==> src/rtl/fm_pkg.sv <==
`timescale 1ns/1ps
package fm_pkg;

  // Controller states; the remaining 3-bit codes are illegal.
  typedef enum logic [2:0] {
    ST_IDLE   = 3'd0,
    ST_COUNT  = 3'd1,
    ST_DIVIDE = 3'd2,
    ST_DONE   = 3'd3
  } state_e;

endpackage

==> src/rtl/fm_sync_edge.sv <==
`timescale 1ns/1ps
module fm_sync_edge #(
  parameter int STAGES = 2
) (
  input  logic clk_i,
  input  logic rst_i,
  input  logic sig_i,
  output logic fall_o
);

  // stg_q[0] is the newest sample, stg_q[STAGES-1] the oldest.
  logic [STAGES-1:0] stg_q;

  always_ff @(posedge clk_i) begin
    if (rst_i) begin
      stg_q <= '0;
    end else begin
      stg_q[0] <= sig_i;
      for (int i = 1; i < STAGES; i++) begin
        stg_q[i] <= stg_q[i-1];
      end
    end
  end

  // Only registered copies feed the edge compare.
  assign fall_o = stg_q[STAGES-1] & ~stg_q[STAGES-2];

endmodule

==> src/rtl/fm_divider.sv <==
`timescale 1ns/1ps
module fm_divider #(
  parameter int W = 27
) (
  input  logic         clk_i,
  input  logic         rst_i,
  input  logic         start_i,
  input  logic [W-1:0] num_i,
  input  logic [W-1:0] den_i,
  output logic         busy_o,
  output logic         done_o,
  output logic [W-1:0] quo_o
);

  localparam int SW = $clog2(W + 1);

  logic [W-1:0]  num_q, den_q, quo_q, rem_q;
  logic [SW-1:0] step_q;
  logic          busy_q, done_q;
  logic [W:0]    step_w;

  // One restoring step: returns {quotient bit, new remainder}.
  function automatic logic [W:0] div_step(input logic [W-1:0] rem,
                                          input logic         bit_in,
                                          input logic [W-1:0] den);
    logic [W:0] sh;
    logic [W:0] dx;
    sh = {rem, bit_in};
    dx = {1'b0, den};
    if (sh >= dx) return {1'b1, W'(sh - dx)};
    else          return {1'b0, W'(sh)};
  endfunction

  assign step_w = div_step(rem_q, num_q[W-1], den_q);

  always_ff @(posedge clk_i) begin
    if (rst_i) begin
      num_q  <= '0;
      den_q  <= '0;
      quo_q  <= '0;
      rem_q  <= '0;
      step_q <= '0;
      busy_q <= 1'b0;
      done_q <= 1'b0;
    end else begin
      done_q <= 1'b0;
      if (!busy_q) begin
        if (start_i) begin
          num_q  <= num_i;
          den_q  <= den_i;
          rem_q  <= '0;
          quo_q  <= '0;
          step_q <= '0;
          busy_q <= 1'b1;
        end
      end else begin
        num_q  <= {num_q[W-2:0], 1'b0};
        quo_q  <= {quo_q[W-2:0], step_w[W]};
        rem_q  <= step_w[W-1:0];
        step_q <= step_q + SW'(1);
        if (step_q == SW'(W - 1)) begin
          busy_q <= 1'b0;
          done_q <= 1'b1;
        end
      end
    end
  end

  assign busy_o = busy_q;
  assign done_o = done_q;
  assign quo_o  = quo_q;

endmodule

==> src/rtl/fm_ctrl.sv <==
`timescale 1ns/1ps
module fm_ctrl
  import fm_pkg::*;
#(
  parameter int               CNT_W = 27,
  parameter logic [CNT_W-1:0] LIMIT = '1
) (
  input  logic             clk_i,
  input  logic             rst_i,
  input  logic             fall_i,
  input  logic             div_busy_i,
  input  logic             div_done_i,
  input  logic [CNT_W-1:0] quo_i,
  output logic             start_o,
  output logic [CNT_W-1:0] period_o,
  output logic [CNT_W-1:0] freq_o,
  output logic             valid_o,
  output logic             ovf_o,
  output state_e           state_o,
  output logic [CNT_W-1:0] cnt_o
);

  state_e           state_q;
  logic [CNT_W-1:0] cnt_q, period_q, freq_q;
  logic             start_q, ovf_q;

  // Saturating increment for the period counter.
  function automatic logic [CNT_W-1:0] sat_inc(input logic [CNT_W-1:0] v);
    return (&v) ? v : v + CNT_W'(1);
  endfunction

  always_ff @(posedge clk_i) begin
    if (rst_i) begin
      state_q  <= ST_IDLE;
      cnt_q    <= '0;
      period_q <= '0;
      freq_q   <= '0;
      start_q  <= 1'b0;
      ovf_q    <= 1'b0;
    end else begin
      start_q <= 1'b0;
      ovf_q   <= 1'b0;
      case (state_q)
        ST_IDLE: begin
          if (fall_i && !div_busy_i) begin
            cnt_q   <= CNT_W'(1);
            state_q <= ST_COUNT;
          end
        end
        ST_COUNT: begin
          if (fall_i) begin
            period_q <= cnt_q;
            start_q  <= 1'b1;
            state_q  <= ST_DIVIDE;
          end else if (cnt_q >= LIMIT) begin
            ovf_q   <= 1'b1;
            state_q <= ST_IDLE;
          end else begin
            cnt_q <= sat_inc(cnt_q);
          end
        end
        ST_DIVIDE: begin
          if (div_done_i) begin
            freq_q  <= quo_i;
            state_q <= ST_DONE;
          end
        end
        ST_DONE: state_q <= ST_IDLE;
        default: state_q <= ST_IDLE;
      endcase
    end
  end

  assign start_o  = start_q;
  assign period_o = period_q;
  assign freq_o   = freq_q;
  assign valid_o  = (state_q == ST_DONE);
  assign ovf_o    = ovf_q;
  assign state_o  = state_q;
  assign cnt_o    = cnt_q;

endmodule

==> src/rtl/freq_meter.sv <==
`timescale 1ns/1ps
module freq_meter
  import fm_pkg::*;
#(
  parameter longint unsigned CLK_HZ      = 64'd50_000_000,
  parameter int              CNT_W       = 27,
  parameter longint unsigned TIMEOUT_CYC = 64'd50_000_000,
  parameter int              SYNC_STAGES = 2
) (
  input  logic             clk_i,
  input  logic             rst_i,
  input  logic             sig_i,
  output logic [CNT_W-1:0] freq_o,
  output logic             valid_o,
  output logic             ovf_o,
  output logic             busy_o
);

  localparam longint unsigned CNT_MAX  = (64'd1 << CNT_W) - 64'd1;
  localparam longint unsigned LIM_L    = (TIMEOUT_CYC < CNT_MAX) ? TIMEOUT_CYC : CNT_MAX;
  localparam logic [CNT_W-1:0] LIMIT    = CNT_W'(LIM_L);
  localparam logic [CNT_W-1:0] DIVIDEND = CNT_W'(CLK_HZ);

  // Named internal events, also watched by the bound checker.
  logic             fall_w;
  logic             start_w;
  logic             busy_w;
  logic             done_w;
  logic [CNT_W-1:0] period_w;
  logic [CNT_W-1:0] quo_w;
  logic [CNT_W-1:0] cnt_w;
  state_e           state_w;

  fm_sync_edge #(.STAGES(SYNC_STAGES)) u_sync (
    .clk_i  (clk_i),
    .rst_i  (rst_i),
    .sig_i  (sig_i),
    .fall_o (fall_w)
  );

  fm_ctrl #(.CNT_W(CNT_W), .LIMIT(LIMIT)) u_ctrl (
    .clk_i      (clk_i),
    .rst_i      (rst_i),
    .fall_i     (fall_w),
    .div_busy_i (busy_w),
    .div_done_i (done_w),
    .quo_i      (quo_w),
    .start_o    (start_w),
    .period_o   (period_w),
    .freq_o     (freq_o),
    .valid_o    (valid_o),
    .ovf_o      (ovf_o),
    .state_o    (state_w),
    .cnt_o      (cnt_w)
  );

  fm_divider #(.W(CNT_W)) u_div (
    .clk_i   (clk_i),
    .rst_i   (rst_i),
    .start_i (start_w),
    .num_i   (DIVIDEND),
    .den_i   (period_w),
    .busy_o  (busy_w),
    .done_o  (done_w),
    .quo_o   (quo_w)
  );

  assign busy_o = busy_w;

endmodule

==> config.mk <==
export PLATFORM = sky130hd
export DESIGN_NAME = freq_meter
export DESIGN_NICKNAME = d
export VERILOG_FILES = /design/src/rtl/fm_pkg.sv /design/src/rtl/fm_sync_edge.sv /design/src/rtl/fm_divider.sv /design/src/rtl/fm_ctrl.sv /design/src/rtl/freq_meter.sv
export SDC_FILE = /design/constraint.sdc
export NUM_CORES = 1
export LEC_CHECK = 0
export ABC_AREA = 1
export BUFFER_PORTS_ARGS = -buffer_cell sky130_fd_sc_hd__buf_2
export CAP_MARGIN = 20
export CORE_AREA = 5 5 210 151
export DETAILED_ROUTE_END_ITERATION = 8
export DIE_AREA = 0 0 215 156
export HOLD_SLACK_MARGIN = 0.03
export MAX_ROUTING_LAYER = met4
export SLEW_MARGIN = 20
export SYNTH_ARGS = -nofsm -noshare
export SYNTH_HDL_FRONTEND = slang
export SYNTH_SLANG_ARGS = --single-unit
==> constraint.sdc <==
create_clock -name clk_i -period 1.9 [get_ports clk_i]
set_input_delay 0.19 -clock clk_i [delete_from_list [all_inputs] [get_ports clk_i]]
set_output_delay 0.19 -clock clk_i [all_outputs]
set_load 0.01 [all_outputs]
Word level (Yosys, flattened, before mapping):

Index checks and enable logic that the tools add are counted.

* bits in registers: 202
* output and inout port bits: 30
* word-level logic and storage cells: 71

* $add $sub $neg: 3
* order comparisons: 2
* equality and inequality tests: 10
* muxes and demuxes: 24
* reduce and logical (&&, ||, !) cells: 14
* bitwise operators: 4

Operators by type and width (number)
* 27-bit 2-to-1 mux: 9
* 27-bit case mux with 2 select lines: 1
* 28-bit by 27-bit greater-or-equal comparator with 1-bit output: 1
* 28-bit 2-to-1 mux: 1
* 27-bit by 1-bit adder with 27-bit output (second input constant): 1
* 27-bit by 26-bit greater-or-equal comparator with 1-bit output (second input constant): 1
* 27-bit AND reduction: 1
* 27-bit subtractor: 1
* 3-bit 2-to-1 mux: 4
* 5-bit 2-to-1 mux: 2
* 3-bit case mux with 3 select lines: 1
* 3-bit by 2-bit == test with 1-bit output (second input constant): 2
* 1-bit 2-to-1 mux: 6
* 2-bit != test (second input constant): 3
* 2-bit AND reduction: 3
* 5-bit by 1-bit adder with 5-bit output (second input constant): 1
* 5-bit == test (second input constant): 1
* 5-bit AND reduction: 1
* 2-bit by 1-bit != test with 1-bit output (second input constant): 2
* 2-bit nonzero test: 2
* 2-bit OR reduction: 2
* 3-bit by 1-bit == test with 1-bit output (second input constant): 1
* 3-bit zero test: 1
* 3-bit by 1-bit != test with 1-bit output (second input constant): 1
* 6 further kinds: 8

Logic depth before layout (Yosys ltp):

* depth in word-level cells: 5
* depth in mapped cells: 14
* depth with buffers taken out: 14

Cells and area by module:

From an unflattened synthesis, not the netlist that was laid out.

* cells, all modules: 1682
* area total of the unflattened synthesis: 10966.8 um2

By module, submodules not included
* fm_divider: area each 6732.7 um2, cells each 1050, seq. area each 2302.2 um2, times used 1
* fm_ctrl: area each 4161.5 um2, cells each 622, seq. area each 1701.6 um2, times used 1
* fm_sync_edge: area each 65.1 um2, cells each 8, seq. area each 40.0 um2, times used 1
* freq_meter: area each 7.5 um2, cells each 2, seq. area each 0.0 um2, times used 1

Worst setup path before layout:

No wires, ideal clock.

* path kind: flip-flop to flip-flop
* start point: register u_div.num_q[26]
* end point: register u_div.rem_q[11]
* setup time: 70 ps
* path buffers: 1
* cell stages (with the launch flop): 15
* setup slack: -237 ps
* period minus slack after synthesis: 2137 ps
* arrival time: 2067 ps
* cells stage by stage: dfxtp_1 inv_1 ha_1 inv_1 fa_1 nand3_1 nand3_1 nand3_1 nand3_1 nand2_4 nand3_4 buf_6 nand2_1 nand3_1 a21oi_1

* cells in the longest elaborated chain, start to end: 3
* elaborated cells on any way between the ends: 4
* classes of those cells: add/sub: 1; order compare: 1; mux: 2

RTL lines
* start, declared: RTL line fm_divider.sv:17 `logic [W-1:0] num_q, den_q, quo_q, rem_q;`
* start signal, assigned: RTL line fm_divider.sv:49 `num_q <= num_i;`
* start signal, assigned: RTL line fm_divider.sv:57 `num_q <= {num_q[W-2:0], 1'b0};`
* 27-bit subtractor / 28-bit by 27-bit greater-or-equal comparator with 1-bit output (equally long branches): RTL line fm_divider.sv:30 `if (sh >= dx) return {1'b1, W'(sh - dx)};`
* 28-bit 2-to-1 mux *: RTL line fm_divider.sv:30
* 27-bit 2-to-1 mux *: RTL line fm_divider.sv:47 `if (!busy_q) begin`
* end signal, assigned: RTL line fm_divider.sv:59 `rem_q <= step_w[W-1:0];`
* end, declared: RTL line fm_divider.sv:17

Every way passes the cells marked *; elsewhere a longest branch is shown, timed or not.
A chain may end at the register's enable or synchronous reset.

Final worst setup path:

* start point: register u_div.num_q[26]
* end point: register u_div.rem_q[18]

The elaborated chain is that of the path after synthesis.

==> results.md <==
Route:
- The wire length per cell is between 10 and 15 um.
- The total met3 wirelength after detailed routing is roughly 1900 um.
- The routed layout has 9838 vias.
- The routed length on met2 is approximately 12000 um.
- The number of nets still failing antenna checks after routing is 0.
- The top layer reached by signal wires is met4.
- The detailed-route vias per instance is between 4 and 5.
- The total DRC errors in the routed layout is 0.
- In the final routing, the length of wire on met1 measures roughly 15000 um.
- The first detailed-routing pass took 6 iterations.
- In this run, the number of DRC markers left after iteration 0 of detailed routing was about 800.
- The final wirelength is roughly 30000 um.

CTS:
- The clock sink total is slightly below 200.
- The TritonCTS clock tree is yes.
- The number of buffers added by the clock tree synthesis step is 17.
- The tree is rooted in a sky130_fd_sc_hd__clkbuf_16.
- The clock network latency to the later pin of the worst-skew pair is 0.46 ns.
- In this run the number of H-tree levels came out at 4.
- Clock-pin slew was measured on the worst setup and hold paths at around 0.080 ns.
- The maximum buffer depth of the clock tree is 2.

Worst setup path:
- Together, buffers and inverters on the worst path number 4.
- Of all nets on the critical path, the largest fanout is 5.
- STA classifies the critical path endpoint as a flip-flop.
- The largest single stage delay on the critical path is 0.37 ns.
- The dominant delay contributor by cell family on the critical path is simple AND/OR/NAND/NOR gates.
- The cell repeated most along the worst path is sky130_fd_sc_hd__nand3_4.
- The worst setup path is launched from a flip-flop.
- Walking the worst path, the cells encountered are inv_2, ha_4, inv_4, fa_2, nand3_2, nand3_4, nand3_4, nand3_4, nand2_4, nand3_4, buf_12, buf_8, nand3_2, nand3_2, a21oi_2.
- The worst endpoint data arrival time is between 2 and 3 ns.
- For the worst setup path, the data required time is around 2.3 ns.
- The highest-delay cell along the critical path is sky130_fd_sc_hd__fa_2.
- By startpoint and endpoint, the worst setup path is classified as flip-flop to flip-flop.

Synthesis:
- The post-synthesis instance total is roughly 1500.
- In this run the biggest area consumer among cell types represents 38.64% of the synthesized area.
- For this run, asynchronously set or reset flops after synthesis account for 0%.
- The synthesized cell area is 10100 um2.
- The number of enable-type register cells in the synthesized netlist is 0.
- Among all flip-flop cells after synthesis, the most frequent one is sky130_fd_sc_hd__dfxtp_1.
- Ranked by total cell area, the synthesized netlist is headed by sky130_fd_sc_hd__dfxtp_1 (39%), sky130_fd_sc_hd__nand2_1 (12%), sky130_fd_sc_hd__inv_1 (8.6%).
- The number of register bits inferred by synthesis is between 150 and 200.
- The proportion of synthesized chip area in sequential cells is between 30% and 40%.
- The synthesized design spends more area on one cell type than any other, namely sky130_fd_sc_hd__dfxtp_1.
- The synthesized area per cell is 6.798 um2.
- When the netlist entered floorplanning its net count stood at around 1500.
- After synthesis, the netlist uses 41 different library cells.
- During synthesis, Yosys emitted a total of 0 warnings.

Power:
- For this design the static power due to leakage is 5.597 nW.
- The maximum ir drop on the vdd rail is 0.5777 mV.
- The total power consumption of the routed design is about 9.6 mW.
- In this run the power density over the cells is roughly 730 nW/um2.

Die:
- The die covers approximately 34000 um2.
- The core region area is 29510 um2.
- 33 I/O pins were placed.
- Measured along the y axis, the die boundary spans roughly 160 um.
- Once the floorplan was initialized, standard cells occupied 34.23% of the core.
- The site row count is 53.
- The die is between 200 and 250 um wide.

STA:
- Measured against its own limit, the worst slew margin works out to a little under 60%.
- Timing would allow up to 0.4588 GHz.
- The count of endpoints failing setup in the final report is 28.
- Between clock sinks in the finished design, the worst skew comes to about 0.012 ns.
- The setup TNS is -4.296 ns.
- The transition time of the tightest slew-check pin is around 0.63 ns.
- The shortest clock period the worst path allows after layout is approximately 2.2 ns.
- The count of final hold-check violations came to 0.
- The final worst slack is -0.2795 ns.
- Setup repair after global routing could not meet its margin everywhere.
- The max-slew violation count was 0.
- After layout, the worst path uses 114.7% of the clock period.

Place:
- The placed wire-length estimate after detailed placement is 20640 um.
- The placed cell area is 11880 um2.
- Timing analysis after detailed placement gives a worst setup slack of -0.2345 ns.
- At the end of routability-driven placement, the weighted congestion stood at between 0.9 and 1.
- The count of input and output buffers is 32.

Final layout:
- The most frequent standard cell in the layout excluding fill and tap cells is sky130_fd_sc_hd__nand2_1.
- The finished cells cover about 13000 um2.
- The filler cell count is approximately 3100.
- The antenna diode instance count is 0.
- In the layout the commonest cells are sky130_fd_sc_hd__nand2_1 (308), sky130_fd_sc_hd__inv_1 (223), sky130_fd_sc_hd__dfxtp_1 (186).
- The synthesis-to-finish area growth is 29.91%.
- The share of final-layout standard cells stronger than drive strength 1 is about a quarter.
- The final-stage net count is between 1500 and 2000.

GRT:
- The number of antenna violations at the first check in global routing is 0.
- The first global-routing pass estimated 47710 um of wire.
- The via count of the first global-routing pass is 9034.
- The total overflow left after global routing is 0.
- Global routing used 17.87% of the available tracks across all layers.
- The maximum number of pins on one net before global-route repair is 99.

Min path:
- In this run the worst hold path is classified as primary input to flip-flop.

Status:
- The run finished, with violations left.
- The checks that failed: setup timing.

Job:
- The tool flagged a number of max-cap violations equal to 0.
[worst paths after layout]
kind | start | to | slack (ns) | cells past startpoint
max | u_div.num_q[26] | u_div.rem_q[18] | -0.28 | 15
min | rst_i | u_ctrl.state_o[0] | 0.21 | 4
max reg2reg | u_div.num_q[26] | u_div.rem_q[18] | -0.28 | 15
min reg2reg | u_sync.stg_q[0] | u_sync.stg_q[1] | 0.44 | 2
[layer usage]
layer,track usage [%],vias up
li1,-,5098
met1,26.57,4465
met2,24.95,254
met3,3.996,21
met4,3.107,0
met5,-,-
[what timing repair did]
action | 4_1_cts | 5_1_grt
hold endpoints to repair | 1 | 0
pin swaps | 22 | 26
gates resized for setup | 66 | 64
cloned | 1 | 0
setup endpoints to repair | 28 | 44
setup buffers | 14 | 0
hold buffers | 1 | 0
[flip-flops by register name (all words and copies together) (netlist names)]
register,flops
u_ctrl.freq_o,27
u_sync.stg_q,2
u_div.quo_o,27
u_div.step_q,5
u_div.done_o,1
u_div.rem_q,27
u_ctrl.ovf_o,1
u_ctrl.start_o,1
u_div.den_q,27
u_ctrl.state_o,2
u_div.busy_o,1
u_div.num_q,20
u_ctrl.cnt_o,27
u_ctrl.period_o,27
[through the flow]
stage | hold WS (ns) | cells | util, %
floorplan | 0.2970 | 1486 | -
global placement | 0.4065 | 2004 | 40.24
detailed placement | 0.4088 | 2004 | 40.24
CTS | 0.2090 | 2049 | 43.79
global route | 0.2532 | 2046 | 44.47
finish | 0.2127 | 2046 | 44.47
[power breakdown]
group	internal [mW]	switching [mW]	total (mW)
clock	1.81	1.87	3.69
combinational	0.669	1.09	1.76
sequential	4.12	0.0217	4.15
total	6.60	2.99	9.59
[logic make-up (layout without fill, tap and decap cells)]
| family | Yosys count | after routing | synth area share, % |
|---|---|---|---|
| compound gates | 291 | 291 | 15.87 |
| xor+xnor | 28 | 28 | 2.427 |
| fa+ha+maj | 32 | 32 | 4.038 |
| flops | 195 | 195 | 38.64 |
| buf+inv | 312 | 487 | 12.10 |
| simple gates | 628 | 628 | 26.93 |
[synth_stat cells, types with 2 or more instances]
cell type,instances
sky130_fd_sc_hd__nand2_1,335
sky130_fd_sc_hd__inv_1,231
sky130_fd_sc_hd__dfxtp_1,195
sky130_fd_sc_hd__a21oi_1,151
sky130_fd_sc_hd__nor2_1,121
sky130_fd_sc_hd__o21ai_0,92
sky130_fd_sc_hd__nand3_1,83
sky130_fd_sc_hd__clkbuf_1,50
sky130_fd_sc_hd__nand4_1,43
sky130_fd_sc_hd__ha_1,31
sky130_fd_sc_hd__a22oi_1,29
sky130_fd_sc_hd__nor3_1,17
sky130_fd_sc_hd__xor2_1,16
sky130_fd_sc_hd__xnor2_1,12
sky130_fd_sc_hd__buf_2,11
sky130_fd_sc_hd__inv_2,10
sky130_fd_sc_hd__a221oi_1,7
sky130_fd_sc_hd__nand3_2,7
sky130_fd_sc_hd__nand2_2,5
sky130_fd_sc_hd__and2_1,4
sky130_fd_sc_hd__buf_6,4
sky130_fd_sc_hd__nor2_2,4
sky130_fd_sc_hd__a211oi_1,3
sky130_fd_sc_hd__buf_1,3
sky130_fd_sc_hd__nor3b_1,3
sky130_fd_sc_hd__a21oi_4,2
sky130_fd_sc_hd__buf_4,2
sky130_fd_sc_hd__o21a_1,2
[final cells by class]
cell class | count | area (um2) | area share (%)
inverters | 242 | 913.4 | 6.960
flip-flops and latches | 195 | 3915 | 29.83
multi-input cells | 979 | 5553 | 42.31
clock inverters | 14 | 160.2 | 1.220
well taps | 385 | 481.7 | 3.671
repair buffers | 213 | 1662 | 12.66
clock buffers | 18 | 439.2 | 3.346
[worst register-to-register path: stages (launching register included)]
cell,delay [ns]
sky130_fd_sc_hd__dfxtp_2,0.33
sky130_fd_sc_hd__inv_2,0.07
sky130_fd_sc_hd__ha_4,0.13
sky130_fd_sc_hd__inv_4,0.04
sky130_fd_sc_hd__fa_2,0.37
sky130_fd_sc_hd__nand3_2,0.10
sky130_fd_sc_hd__nand3_4,0.08
sky130_fd_sc_hd__nand3_4,0.09
sky130_fd_sc_hd__nand3_4,0.07
sky130_fd_sc_hd__nand2_4,0.10
sky130_fd_sc_hd__nand3_4,0.14
sky130_fd_sc_hd__buf_12,0.18
sky130_fd_sc_hd__buf_8,0.12
sky130_fd_sc_hd__nand3_2,0.05
sky130_fd_sc_hd__nand3_2,0.07
sky130_fd_sc_hd__a21oi_2,0.16
No activity file was read; power rests on OpenSTA's default activity.
